File: config.mk
export PLATFORM = sky130hd
export DESIGN_NAME = uart_chk_sampler
export DESIGN_NICKNAME = d
export VERILOG_FILES = /design/src/rtl/uart_chk_pkg.sv /design/src/rtl/uart_chk_sampler.sv
export SDC_FILE = /design/constraint.sdc
export NUM_CORES = 1
export LEC_CHECK = 0
export BUFFER_PORTS_ARGS = -buffer_cell sky130_fd_sc_hd__buf_2
export CORE_MARGIN = 2
export CORE_UTILIZATION = 51
export CTS_CLUSTER_DIAMETER = 40
export CTS_CLUSTER_SIZE = 30
export DETAILED_ROUTE_END_ITERATION = 10
export GPL_ROUTABILITY_DRIVEN = 0
export GPL_TIMING_DRIVEN = 0
export HOLD_SLACK_MARGIN = 0.06
export PLACE_DENSITY = 0.83
export SYNTH_ARGS = -nofsm -noshare
export SYNTH_HDL_FRONTEND = slang
export SYNTH_SLANG_ARGS = --single-unit
File: constraint.sdc
create_clock -name clk -period 2.4 [get_ports clk]
set_clock_uncertainty 0.15 [all_clocks]
set_input_delay 0.24 -clock clk [delete_from_list [all_inputs] [get_ports clk]]
set_output_delay 0.24 -clock clk [all_outputs]
set_load 0.05 [all_outputs]
File: src/rtl/uart_chk_pkg.sv
package uart_chk_pkg;

  localparam int unsigned BYTE_W = 8;

  typedef enum logic [1:0] {
    ST_IDLE = 2'd0,
    ST_DATA = 2'd1,
    ST_STOP = 2'd2
  } samp_state_e;

  function automatic logic [BYTE_W-1:0] flip_byte(input logic [BYTE_W-1:0] v);
    logic [BYTE_W-1:0] r;
    for (int i = 0; i < BYTE_W; i++) r[i] = v[BYTE_W-1-i];
    return r;
  endfunction

endpackage

File: src/rtl/uart_chk_sampler.sv
module uart_chk_sampler
  import uart_chk_pkg::*;
#(
  parameter int unsigned GAP_W = 8
) (
  input  logic              clk,
  input  logic              rst_n,
  input  logic              line_i,
  input  logic [GAP_W-1:0]  gap_i,
  input  logic              msb_first_i,
  output logic              frame_vld_o,
  output logic              stop_ok_o,
  output logic [BYTE_W-1:0] frame_byte_o,
  output logic              first_hit_o,
  output logic              last_hit_o,
  output logic              bit_o
);

  localparam int unsigned IDX_W = $clog2(BYTE_W);
  localparam logic [IDX_W-1:0] LAST_IDX = IDX_W'(BYTE_W - 1);

  samp_state_e       state_q, state_d;
  logic [GAP_W-1:0]  cnt_q, cnt_d;
  logic [IDX_W-1:0]  idx_q, idx_d;
  logic [BYTE_W-1:0] sh_q, sh_d;
  logic [BYTE_W-1:0] byte_q, byte_d;
  logic              vld_q, vld_d;
  logic              ok_q, ok_d;
  logic              sample;

  // a sample point is reached once the interval counter meets the gap
  assign sample = (state_q != ST_IDLE) && (cnt_q >= gap_i);

  always_comb begin
    state_d = state_q;
    cnt_d   = cnt_q;
    idx_d   = idx_q;
    sh_d    = sh_q;
    byte_d  = byte_q;
    ok_d    = ok_q;
    vld_d   = 1'b0;
    unique case (state_q)
      ST_IDLE: begin
        if (!line_i) begin
          state_d = ST_DATA;
          cnt_d   = GAP_W'(1);
          idx_d   = '0;
        end
      end
      ST_DATA: begin
        if (sample) begin
          sh_d  = {line_i, sh_q[BYTE_W-1:1]};
          cnt_d = GAP_W'(1);
          idx_d = idx_q + 1'b1;
          if (idx_q == LAST_IDX) state_d = ST_STOP;
        end else begin
          cnt_d = cnt_q + 1'b1;
        end
      end
      ST_STOP: begin
        if (sample) begin
          state_d = ST_IDLE;
          vld_d   = 1'b1;
          ok_d    = line_i;
          byte_d  = msb_first_i ? flip_byte(sh_q) : sh_q;
        end else begin
          cnt_d = cnt_q + 1'b1;
        end
      end
      default: state_d = ST_IDLE;
    endcase
  end

  always_ff @(posedge clk or negedge rst_n) begin
    if (!rst_n) begin
      state_q <= ST_IDLE;
      cnt_q   <= '0;
      idx_q   <= '0;
      sh_q    <= '0;
      byte_q  <= '0;
      vld_q   <= 1'b0;
      ok_q    <= 1'b0;
    end else begin
      state_q <= state_d;
      cnt_q   <= cnt_d;
      idx_q   <= idx_d;
      sh_q    <= sh_d;
      byte_q  <= byte_d;
      vld_q   <= vld_d;
      ok_q    <= ok_d;
    end
  end

  assign frame_vld_o  = vld_q;
  assign stop_ok_o    = ok_q;
  assign frame_byte_o = byte_q;
  assign first_hit_o  = sample && (state_q == ST_DATA) && (idx_q == '0);
  assign last_hit_o   = sample && (state_q == ST_DATA) && (idx_q == LAST_IDX);
  assign bit_o        = line_i;

endmodule

# Word level (Yosys, flattened, before mapping)
# Cells that the tools add are included.
# totals
reg_bits	31
latchBits	0
ram_bits	0
mem_bits_ro	0
inputBits	12
output_inout_bits	13
word_cells	47
memories	0
# op_classes
n_addsub	2
mul	0
div	0
order_cmp	1
n_eq_ne	8
shift	0
n_mux	15
n_bitwise	0
n_reduce_logical	14
# ops
op	n
8-bit 2-to-1 mux	4
8-bit one-hot mux with 3 select lines	1
8-bit by 1-bit adder with 8-bit output (second input constant)	1
8-bit greater-or-equal comparator	1
2-bit 2-to-1 mux	4
2-bit inequality test (second input constant)	4
3-bit 2-to-1 mux	2
2-bit one-hot mux with 3 select lines	1
3-bit one-hot mux with 2 select lines	1
3-bit AND reduction	2
1-bit logical AND	4
2-bit AND reduction	2
4-bit AND reduction	1
2-bit nonzero test	2
3-bit by 1-bit adder with 3-bit output (second input constant)	1
3-bit == test (second input constant)	1
3-bit zero test	1
3-bit nonzero test	1
2-bit by 1-bit == test with 1-bit output (second input constant)	1
2-bit == test (second input constant)	1
2-bit zero test	1
1-bit 2-to-1 mux	2
2-bit by 1-bit inequality test with 1-bit output (second input constant)	1

# Depth between registers and ports, before layout
# Gate-level depths: netlist of the first run.
# logic_depth
word_depth	4
ltp_mapped	9
mapped_depth_nobuf	8

# Worst setup path after synthesis of the first run
# OpenSTA, ideal clock, no wires.
# synth_path
path_kind	flip-flop to output port
startpoint	register cnt_q[3]
endpoint	output port first_hit_o
t_arrival_ns	3.086
t_required_ns	2.010
setup_slack_ns	-1.076
stages_incl_launch_ff	7
n_path_buf	0
cell_sequence	dfrtp_1 ha_1 o21ai_0 a211o_1 o221ai_2 nand2_4 nor4b_1
# synth_between
elab_chain_len	4
# synth_rtl
item	line	rtl
start: declaration	uart_chk_sampler.sv:23	logic [GAP_W-1:0] cnt_q, cnt_d;
start signal: assignment	uart_chk_sampler.sv:85	cnt_q <= cnt_d;
8-bit greater-or-equal comparator	uart_chk_sampler.sv:32	assign sample = (state_q != ST_IDLE) && (cnt_q >= gap_i);
1-bit logical AND	uart_chk_sampler.sv:32	
1-bit logical AND (2 in a row)	uart_chk_sampler.sv:97	assign first_hit_o = sample && (state_q == ST_DATA) && (idx_q == '0);
end: declaration	uart_chk_sampler.sv:14	output logic first_hit_o,
# No other way between the ends.

# Worst setup path in the final report of the first run
# layout_path
startpoint	register cnt_q[0]
endpoint	output port first_hit_o
# The elaborated chain is that of the path after synthesis.

==> results of run 1 <==
## Yosys cell counts, types with 2 or more instances
library cell	number	area [um^2]
dfrtp_1	31	775.7
ha_1	17	212.7
inv_1	17	63.81
nand2_1	12	45.04
o21ai_0	11	55.05
mux2i_1	10	100.1
mux2_2	9	101.4
a21oi_1	5	25.02
a211o_1	4	35.03
nor3_1	4	20.02
nor3b_1	4	30.03
a211oi_1	2	15.01
a221o_1	2	20.02
a22o_1	2	17.52
and2_1	2	12.51
and3_1	2	12.51
buf_1	2	7.510
nand2_4	2	22.52
nand3_1	2	10.01
o31ai_1	2	15.01
## cell type report
type,instances,area [um^2]
multi-input cells,114,1102
fillers,236,992.2
flip-flops and latches,31,779.5
repair buffers,40,276.5
inverters,17,63.81
well taps,46,57.56
clock buffers,6,51.30
clock inverters,2,35.03
plain buffers,5,31.28
## state kept, by name, summed over array words and instances, names as in the netlist
name          cells
idx_q             3
state_q           2
cnt_q             8
frame_vld_o       1
sh_q              8
frame_byte_o      8
stop_ok_o         1
## metal layers
| metal | vias up | global-route usage, % |
|---|---|---|
| met5 | - | 0 |
| met4 | 0 | 7.337 |
| met2 | 28 | 33.46 |
| li1 | 700 | - |
| met1 | 669 | 22.37 |
| met3 | 5 | 4.401 |
## metrics by stage
step	setup TNS (ps)	utilization, %	hold WS, ps
global route	-5616	70.73	111.9
finish	-1795	70.73	134.9
floorplan	-81.69	-	-205.6
global placement	-533.0	60.06	169.3
CTS	-649.2	65.85	115.1
detailed placement	-704.4	60.06	171.6
## worst max-delay path: cells and delay by family, from the launching register on
family | cells | cell delay (ps)
adders and majority gates | 1 | 190
AOI/OAI and AO/OA | 2 | 630
buffers and inverters | 2 | 280
and+or+nand+nor | 3 | 330
DFF | 1 | 400
## power by group through the flow
stage	Clock, W	Sequential (W)	Combinational (W)
2_1_floorplan	0	0.000586	0.000333
3_3_place_gp	0	0.000593	0.000402
3_5_place_dp	0	0.000595	0.000413
4_1_cts	0.000444	0.000583	0.000440
5_1_grt	0.000474	0.000592	0.000531
6_report	0.000435	0.000588	0.000480
## final timing paths
check / start / endpoint / slack, ps / cells past startpoint
setup / recovery: cnt_q[0] / first_hit_o / -170 / 8
hold / removal: line_i / sh_q[7] / 130 / 2
setup reg to reg: cnt_q[0] / cnt_q[7] / -140 / 10
hold reg to reg: frame_byte_o[2] / frame_byte_o[2] / 340 / 2
max in group asynchronous: rst_n / cnt_q[4] / 1320 / 2
min in group asynchronous: rst_n / sh_q[6] / 310 / 2
## cells in the final DEF, fill, tap and decap left out, drive strengths merged, types with 2 or more instances in the layout
master / netlist / routed
a211o: 4 / 4
a211oi: 2 / 2
a21oi: 5 / 5
a221o: 2 / 2
a22o: 2 / 2
and2: 2 / 2
and3: 2 / 2
buf: 4 / 43
clkbuf: 1 / 7
dfrtp: 31 / 31
ha: 17 / 17
inv: 17 / 17
mux2: 9 / 9
mux2i: 10 / 10
nand2: 14 / 14
nand3: 3 / 3
nor2: 3 / 4
nor3: 4 / 4
nor3b: 4 / 4
o21ai: 13 / 13
o31ai: 2 / 2
## logic make-up (layout without fill, tap and decap cells)
group                    count (synthesis)  in the layout
adder cells (fa/ha/maj)                 17             17
buffers and inverters                   22             70
multiplexers                            19             19
AO/OA/AOI/OAI                           40             40
XOR/XNOR                                 1              1
AND/OR/NAND/NOR                         36             37
flip-flops                              31             31
## repair_timing
action	in CTS	in global routing
hold endpoints to repair	31	0
buffers inserted	8	7
pin swaps	6	11
gates cloned	0	2
resized for setup	9	21
hold buffers	1	0
setup endpoints to repair	15	28
==> reports/metrics.sh, run 1 <==
CLK-INSERTION-DELAY-LATE_PS=340
DRV_CAP=0
PIN_COUNT=25
CHIPWIDTH_UM=64.01
FP-ROW-COUNT=21
POST_DRT_VIA_CELL_RATIO=5.372
LAYOUT_WORST_PATH_CYCLE_SHARE_PCT=107.0
PLACE_INST=235
VDD_IR_DROP_MAX_V=0.0005938
SYNTH.YOSYS.SEQ_AREA_SHARE_PCT=42.23
CRIT_SLOWEST_CELL='a2111oi_4'
SYNTH.YOSYS.WARNINGS=0
SLEW_VIOL_FINAL=0
EDFF_COUNT_SYNTH=0
ENDPOINT_KIND='output port'
VIOLATED_CHECKS='setup timing'
DRIVE_GT1_SHARE_PCT=39.07
GR-TOTAL-OVERFLOW=0
POST_SYNTH.CELL_AREA_AVG_UM2=11.06
PLACE_HPWL_UM=2376
WORST_EP_REQUIRED_TIME_PS=2010
SYN-CELL-AREA_UM2=1837
INTERNAL_POWER_W=0.0009961
PLACE.PORT_BUFFERS=23
TOP_LAYER_USED='met4'
CTSLONGESTPATHBUFFERS=2
DETAIL_ROUTE.DRC_VIOLATIONS=0
FINAL_WORST_PATH_SETUP_SLACK_PS=-168.4
MAPPEDNETLISTNETS=195
ROUTED_WL_UM=3603
FIRST_PASS_ITERS=4
DRT_FIRST_ITER_VIOLATIONS=44
CRITICAL_PATH.MAX_STAGE_DELAY_PS=440
STATUS='complete, but fails checks'
POST-LAYOUT-TOTAL-POWER_W=0.001503
YOSYS_REGISTER_BITS=31
TOTAL_LEAKAGE_POWER_nW=1.230
GRT_MAX_DEGREE=32
ANTENNA_CELLS_INSERTED=0
SYNTHESIS.INSTANCES=166
ANTENNA_FOUND_INITIAL=0
YOSYSUNIQUECELLTYPES=44
AREAGROWTHSYNTHTOFINISH_PCT=30.52
SYNTH_XOR_AREA_SHARE_PCT=0.4768
INITIAL_UTILIZATION_PCT=54.19
SYNTH.MUX.AREA_FRACTION_PCT=10.97
FINAL-HOLD-VIOLATION-COUNT=0
TIMING.SLEW.HEADROOM_PCT=38.46
ROUTED-WL-MET2_UM=1896
POWER.COMBINATIONAL.FRACTION_PCT=31.9
GRT_PASS1_VIAS=1382
DPL_WORST_SLACK_PS=-120.6
CRIT_CHAIN='inv_2 > ha_4 > nand2b_4 > a2111oi_4 > o221ai_4 > nand2_4 > nor4b_4 > buf_6'
TRACK_USAGE_PCT=19.04
FP.DIEH_UM=64.01
CLOCK_TREE.ROOT_CELL='clkbuf_4'
SYNTH_ADDER_AREA_SHARE_PCT=11.58
FINAL_NET_COUNT=243
SLEW_AT_THE_PIN_WITH_THE_WORST_MAX_SLEW_SLACK_PS=923.1
FIRST_PASS_GRT_WIRE_LENGTH_UM=6030
CP_DATA_ARRIVAL_TIME_PS=2180
ROUTE.ANTENNA.REMAINING_NETS=0
VIAS=1402
SYNTH-COMPOUND-AREA-SHARE_PCT=17.10
HTREE_NUM_LEVELS=2
HP-CLASS='input pin to flop'
POWER_FRAC_CLOCK_PCT=28.9
DRT-WIRELENGTH-PER-CELL_UM=13.80
CTS_BUFFERS=5
COMBINATIONAL_FAMILY_WITH_THE_MOST_AREA_AFTER_SYNTHESIS='compound AO/OA/AOI/OAI gates'
POST-ROUTE-MIN-PERIOD_PS=2568
CLOCK_SINKS=31
MET3WIRELENGTH_UM=131
UNREPAIRED_SETUP_ENDPOINTS_AFTER_GLOBAL_ROUTING='yes'
MAXIMUM_FANOUT_ALONG_THE_WORST_PATH=3
ROUTE.LAYER.MET1.WL_UM=1512
CRIT_TYPE='flop to output port'
SEQUENTIALPOWERSHARE_PCT=39.1
FINAL_CELL_AREA_UM2=2397
PLACE_AREA_UM2=2036
DESIGN.CORE.AREA_UM2=3390
CRITPATHLAUNCHTYPE='flop'
SIMPLE_GATE_SHARE_OF_THE_SYNTHESIZED_AREA_PCT=12.81
MAX_CLOCK_FREQ_GHz=0.3893
FINALSETUPVIOLATIONS=30
CLKTRANSATPATHREGS_PS=90
POWER_PER_CELL_AREA_nW_PER_UM2=627.0
NETSWITCHINGPOWER_W=0.0005071
DIE-AREA_UM2=4097
FINALNONFILLERCELLS=261
SYNTHFLOPTYPE='dfrtp_1'
SWSHARE_PCT=33.73
CTS_TREE='built'
ASYNCSETRESETFLOPFRACSYNTH_PCT=100.0
Note: power is estimated with default switching activity, not from simulation.
==> inputs of run 2 (changes only) <==
--- a/config.mk
+++ b/config.mk
@@ -14,7 +14,7 @@
 export GPL_ROUTABILITY_DRIVEN = 0
 export GPL_TIMING_DRIVEN = 0
 export HOLD_SLACK_MARGIN = 0.06
-export PLACE_DENSITY = 0.83
+export PLACE_DENSITY_LB_ADDON = 0.1
 export SYNTH_ARGS = -nofsm -noshare
 export SYNTH_HDL_FRONTEND = slang
 export SYNTH_SLANG_ARGS = --single-unit
==> reports/metrics.sh, run 2 (synthesis results as in run 1) <==
FINAL-HOLD-VIOLATION-COUNT=0  # unchanged
HTREE_NUM_LEVELS=2  # unchanged
DRIVE_GT1_SHARE_PCT=39.35  # +0.28 points
PLACE_INST=235  # unchanged
CTS_TREE='built'
VIOLATED_CHECKS='setup timing'
MOST_COMMON_CELL_AFTER_LAYOUT_FILL_AND_TAPS_ASIDE='dfrtp_1'
ANTENNA_CELLS_INSERTED=0  # unchanged
FP-ROW-COUNT=21  # unchanged
POST_DRT_VIA_CELL_RATIO=5.385  # +0.26%
SLEW_VIOL_FINAL=0  # unchanged
CP_DATA_ARRIVAL_TIME_PS=2160  # -20 ps
PATH_BUF_INV=1  # -1
FINAL_NET_COUNT=244  # +0.41%
PLACE.PORT_BUFFERS=23  # unchanged
DESIGN.CORE.AREA_UM2=3390  # unchanged
VIAS=1411  # +0.64%
POWER_PER_CELL_AREA_nW_PER_UM2=638.2  # +1.8%
POST-LAYOUT-TOTAL-POWER_W=0.001529  # +1.7%
FINAL_CELL_AREA_UM2=2396  # about the same
TRACK_USAGE_PCT=20.97  # +1.9 points
UNREPAIRED_SETUP_ENDPOINTS_AFTER_GLOBAL_ROUTING='yes'
DIE-AREA_UM2=4097  # unchanged
PLACE_AREA_UM2=2036  # unchanged
GR-TOTAL-OVERFLOW=0  # unchanged
DRV_CAP=0  # unchanged
INTERNAL_POWER_W=0.001015  # +1.9%
FINALSETUPVIOLATIONS=16  # -47%
POWER.COMBINATIONAL.FRACTION_PCT=32.9  # +1.0 points
CRITPATHTOPFAMILY='compound AO/OA/AOI/OAI gates'
CRIT_SLOWEST_CELL='dfrtp_1'
VDD_IR_DROP_MAX_V=0.0005456  # -8.1%
CRIT_TYPE='flop to output port'
TIMING.SLEW.HEADROOM_PCT=54.66  # +16 points
CLK-INSERTION-DELAY-LATE_PS=330  # about the same
CTSLONGESTPATHBUFFERS=2  # unchanged
CRITICAL_PATH.MAX_STAGE_DELAY_PS=430  # about the same
DRT-WIRELENGTH-PER-CELL_UM=14.22  # +3.0%
DRT_FIRST_ITER_VIOLATIONS=43  # -2.3%
TOTAL_LEAKAGE_POWER_nW=1.252  # +1.8%
FIRST_PASS_ITERS=4  # unchanged
NETSWITCHINGPOWER_W=0.0005137  # +1.3%
FINAL_WORST_PATH_SETUP_SLACK_PS=-149.0  # +19.40 ps
GRT_MAX_DEGREE=32  # unchanged
DPL_WORST_SLACK_PS=-159.2  # -38.62 ps
CLOCK_SINKS=31  # unchanged
ANTENNA_FOUND_INITIAL=0  # unchanged
HP-CLASS='input pin to flop'
ENDPOINT_KIND='output port'
SWSHARE_PCT=33.60  # -0.14 points
DETAIL_ROUTE.DRC_VIOLATIONS=0  # unchanged
WORST_EP_REQUIRED_TIME_PS=2010  # about the same
PLACE_HPWL_UM=2559  # +7.7%
POWER_FRAC_CLOCK_PCT=28.6  # -0.3 points
N_FILL_CELL=249  # +5.5%
CTS_BUFFERS=5  # unchanged
FINALNONFILLERCELLS=262  # +0.38%
FIRST_PASS_GRT_WIRE_LENGTH_UM=6706  # +11%
FP.DIEH_UM=64.01  # unchanged
SEQUENTIALPOWERSHARE_PCT=38.5  # -0.6 points
CHIPWIDTH_UM=64.01  # unchanged
ROUTE.ANTENNA.REMAINING_NETS=0  # unchanged
CRITICAL_PATH.MOST_COMMON_CELL='nand2_4'
MOSTFREQUENTLAYOUTCELLS='dfrtp_1 (30), buf_2 (21), inv_1 (16)'
CRITPATHLAUNCHTYPE='flop'
INITIAL_UTILIZATION_PCT=54.19  # unchanged
LAYOUT_WORST_PATH_CYCLE_SHARE_PCT=106.2  # -0.81 points
PIN_COUNT=25  # unchanged
STATUS='complete, but fails checks'
CLKTRANSATPATHREGS_PS=100  # about the same
SLEW_AT_THE_PIN_WITH_THE_WORST_MAX_SLEW_SLACK_PS=680.1  # -243.0 ps
GRT_PASS1_VIAS=1469  # +6.3%
AREAGROWTHSYNTHTOFINISH_PCT=30.45  # about the same
MAXIMUM_FANOUT_ALONG_THE_WORST_PATH=3  # unchanged
MAX_CLOCK_FREQ_GHz=0.3923  # +0.76%
CRIT_CHAIN='ha_4 > nand2_4 > a211o_1 > o221ai_4 > nand2_4 > nor4b_4 > buf_6'
POST-ROUTE-MIN-PERIOD_PS=2549  # -19.40 ps
ROUTED_WL_UM=3726  # +3.4%
CLOCK_TREE.ROOT_CELL='clkbuf_4'
## run 2: cell count changes in the layout (fill, tap and decap cells not counted), moves of 2 or more
cell	previous run	this run
buf_4	12	15
dfrtp_1	28	30
dfrtp_2	3	1
nand2_4	1	3
## run 2: final timing paths
check | from | to | slack (ps) | depth (start not counted)
max | cnt_q[7] | first_hit_o | -150 | 7
min | line_i | sh_q[7] | 140 | 2
max reg2reg | cnt_q[0] | cnt_q[7] | -100 | 10
min reg2reg | frame_byte_o[7] | frame_byte_o[7] | 330 | 2
max in group asynchronous | rst_n | cnt_q[2] | 1310 | 2
min in group asynchronous | rst_n | idx_q[2] | 320 | 2
## run 2: routing by layer
| metal | track usage, % | share of wire, % |
|---|---|---|
| met1 | 24.09 | 43 |
| met2 | 38.15 | 52 |
| met3 | 5.282 | 3.6 |
| met4 | 5.978 | 1.1 |
| met5 | 0 | 0 |
## run 2: repair_timing
item	in CTS	in global routing
pin swaps	5	5
hold buffers	1	0
gates cloned	0	1
endpoints found under the hold margin	31	0
resized for setup	15	13
setup buffers	13	5
setup endpoints to repair	20	30
## run 2: cell type report
cell class | instances | area [um^2] | share of cell area, %
Multi-Input combinational cell | 113 | 1091 | 45.54
Sequential cell | 31 | 777.0 | 32.43
Timing Repair Buffer | 42 | 287.8 | 12.01
Inverter | 17 | 63.81 | 2.663
Tap cell | 46 | 57.56 | 2.402
Clock buffer | 6 | 51.30 | 2.141
Clock inverter | 2 | 35.03 | 1.462
Buffer | 5 | 32.53 | 1.358
## run 2: power groups by stage
stage / clock network (W) / logic [W] / registers (W)
floorplan: 0 / 0.000333 / 0.000586
global placement: 0 / 0.000398 / 0.000593
detailed placement: 0 / 0.000417 / 0.000594
CTS: 0.000443 / 0.000465 / 0.000583
global route: 0.000475 / 0.000560 / 0.000592
finish: 0.000438 / 0.000503 / 0.000588
## run 2: worst reg2reg max path: cells and delay by family, from the launching register on
| kind | cells | cell delay (ps) |
|---|---|---|
| adders and majority gates | 1 | 190 |
| and+or+nand+nor | 3 | 330 |
| buffers and inverters | 3 | 370 |
| AOI/OAI and AO/OA | 3 | 940 |
| DFF | 1 | 400 |
## run 2: stage by stage
stage	TNS (ps)	hold slack [ps]	util, %
5_1_grt	-3685	133.4	70.69
3_5_place_dp	-1093	167.9	60.06
2_1_floorplan	-81.69	-205.6	-
6_report	-840.1	139.9	70.69
3_3_place_gp	-433.8	158.7	60.06
4_1_cts	-904.0	124.9	68.03
==> inputs of run 3 (changes only) <==
--- a/config.mk
+++ b/config.mk
@@ -7,7 +7,7 @@
 export LEC_CHECK = 0
 export BUFFER_PORTS_ARGS = -buffer_cell sky130_fd_sc_hd__buf_2
 export CORE_MARGIN = 2
-export CORE_UTILIZATION = 51
+export CORE_UTILIZATION = 57
 export CTS_CLUSTER_DIAMETER = 40
 export CTS_CLUSTER_SIZE = 30
 export DETAILED_ROUTE_END_ITERATION = 10
@@ -15,6 +15,7 @@
 export GPL_TIMING_DRIVEN = 0
 export HOLD_SLACK_MARGIN = 0.06
 export PLACE_DENSITY_LB_ADDON = 0.1
+export SLEW_MARGIN = 20
 export SYNTH_ARGS = -nofsm -noshare
 export SYNTH_HDL_FRONTEND = slang
 export SYNTH_SLANG_ARGS = --single-unit
==> constraint.sdc (replaced) <==
create_clock -name clk -period 2.83 [get_ports clk]
set_clock_uncertainty 0.15 [all_clocks]
set_input_delay 0.283 -clock clk [delete_from_list [all_inputs] [get_ports clk]]
set_output_delay 0.283 -clock clk [all_outputs]
set_load 0.05 [all_outputs]
==> reports/metrics.sh, run 3 (synthesis results as in run 1) <==
MULTI_INPUT_LOGIC_AREA_UM2=994.7  # -8.8%
STATUS='completed'
FINAL_CORE_UTIL_PCT=70.45  # -0.24 points
CLOCK_TREE.ROOT_CELL='clkbuf_4'
CRIT_TYPE='flop to output port'
POWER_PER_CELL_AREA_nW_PER_UM2=526.9  # -17%
MAXIMUM_FANOUT_ALONG_THE_WORST_PATH=5  # +2
TIMING.SLEW.HEADROOM_PCT=51.29  # -3.4 points
FP.DIEH_UM=60.77  # -5.1%
GR-TOTAL-OVERFLOW=0  # unchanged
GRT_MAX_DEGREE=32  # unchanged
DRIVE_GT1_SHARE_PCT=30.54  # -8.8 points
ROUTE.LAYER.MET1.WL_UM=1592  # -0.75%
CLK-INSERTION-DELAY-LATE_PS=340  # about the same
TOTAL_LEAKAGE_POWER_nW=1.142  # -8.8%
MOST_COMMON_CELL_AFTER_LAYOUT_FILL_AND_TAPS_ASIDE='dfrtp_1'
TOP_LAYER_USED='met4'
PLACE_HPWL_UM=2490  # -2.7%
MOSTFREQUENTLAYOUTCELLS='dfrtp_1 (30), buf_2 (22), inv_1 (17), ha_1 (17), nand2_1 (12)'
DESIGN.CORE.AREA_UM2=3053  # -9.9%
CP_DATA_ARRIVAL_TIME_PS=2290  # +130 ps
PIN_COUNT=25  # unchanged
POST_DRT_VIA_CELL_RATIO=5.360  # -0.47%
INITIAL_UTILIZATION_PCT=60.16  # +6.0 points
HP-CLASS='input pin to flop'
CTS_BUFFERS=5  # unchanged
POST-ROUTE-MIN-PERIOD_PS=2721
DETAIL_ROUTE.DRC_VIOLATIONS=0  # unchanged
CTS_TREE='built'
FINAL-HOLD-VIOLATION-COUNT=0  # unchanged
SLEW_VIOL_FINAL=0  # unchanged
ROUTE.ANTENNA.REMAINING_NETS=0  # unchanged
FIRST_PASS_GRT_WIRE_LENGTH_UM=5595  # -17%
ANTENNA_CELLS_INSERTED=0  # unchanged
TRACK_USAGE_PCT=20.71  # -0.26 points
ROUTED-WL-MET2_UM=1649  # -15%
DRT_FIRST_ITER_VIOLATIONS=30  # -30%
CLOCK_SINKS=31  # unchanged
WORST_EP_REQUIRED_TIME_PS=2400  # +390 ps
GRT_PASS1_VIAS=1212  # -17%
ENDPOINT_KIND='output port'
VIAS=1324  # -6.2%
DRT-WIRELENGTH-PER-CELL_UM=13.77  # -3.2%
N_FILL_CELL=260  # +4.4%
CTSLONGESTPATHBUFFERS=2  # unchanged
AREAGROWTHSYNTHTOFINISH_PCT=17.10
CHIPWIDTH_UM=60.77  # -5.1%
CRITPATHLAUNCHTYPE='flop'
FIRST_PASS_ITERS=4  # unchanged
TNS_PS=0  # +840.1 ps
ROUTED_WL_UM=3402  # -8.7%
WHS_PATH_DEPTH=3  # +1
DIE-AREA_UM2=3692  # -9.9%
FINAL_NET_COUNT=232  # -4.9%
WORSTREGTOREGCELLS=9  # -1
CLKTRANSATPATHREGS_PS=110  # about the same
TIMING.HOLD.WS_PS=157.3  # +17.35 ps
FINAL_WORST_PATH_SETUP_SLACK_PS=109.2  # +258.2 ps
MAX_CLOCK_FREQ_GHz=0.3675
DPL_WORST_SLACK_PS=324.9  # +484.1 ps
FINALSETUPVIOLATIONS=0  # -16
MET3WIRELENGTH_UM=119  # -11%
ANTENNA_FOUND_INITIAL=0  # unchanged
SLEW_AT_THE_PIN_WITH_THE_WORST_MAX_SLEW_SLACK_PS=730.7  # +50.60 ps
VDD_IR_DROP_MAX_V=0.0002819  # -48%
HTREE_NUM_LEVELS=2  # unchanged
FP-ROW-COUNT=20  # -4.8%
PLACE.PORT_BUFFERS=23  # unchanged
REGAREA_UM2=777.0  # unchanged
DRV_CAP=0  # unchanged
LAYOUT_WORST_PATH_CYCLE_SHARE_PCT=96.14
run 3: repair_timing:
| action | 4_1_cts | 5_1_grt |
|---|---|---|
| hold buffers | 1 | 0 |
| hold endpoints to repair | 31 | 0 |
| setup endpoints to repair | 2 | 2 |
| buffers inserted | 0 | 6 |
| resized for setup | 3 | 2 |
| pin swaps | 1 | 3 |
run 3: layer usage:
metal | up-vias | GRT usage (%)
li1 | 672 | -
met1 | 628 | 25.94
met2 | 19 | 35.02
met3 | 5 | 5.330
met4 | 0 | 6.522
met5 | - | 0
run 3: final cells by class:
class | count | area share (%)
buffer | 5 | 1.163
clock buffer | 6 | 2.385
clock inverter | 1 | 0.2327
inverter | 17 | 2.967
multi-input combinational | 113 | 46.25
sequential | 31 | 36.13
tap | 44 | 2.560
timing repair buffer | 30 | 8.319
run 3: critical path: stages (launching register included):
cell and delay, ps:
dfrtp_1 440, ha_1 290, o21ai_0 70, a211o_1 340, o221ai_4 230, nand2_4 120, nor4b_2 220, buf_4 230
run 3: worst paths after layout:
kind | end | startpoint | slack (ps)
min reg2reg | frame_byte_o[5] | frame_byte_o[5] | 330
max in group asynchronous | cnt_q[2] | rst_n | 1700
max reg2reg | cnt_q[6] | cnt_q[0] | 290
max | first_hit_o | cnt_q[3] | 110
min | idx_q[2] | line_i | 160
min in group asynchronous | state_q[0] | rst_n | 350
run 3: metrics by stage:
step | power [W] | cells | area, um^2
2_1_floorplan | 0.0007736 | 166 | 1848
3_3_place_gp | 0.0008381 | 233 | 2018
3_5_place_dp | 0.0008575 | 233 | 2018
5_1_grt | 0.001204 | 247 | 2151
4_1_cts | 0.001136 | 241 | 2101
6_report | 0.001133 | 247 | 2151
run 3: power breakdown:
part           internal, W  switching [W]  total [W]
registers         0.000470      0.0000270   0.000497
clock network     0.000115       0.000155   0.000270
logic             0.000145       0.000222   0.000367
total             0.000730       0.000404    0.00113
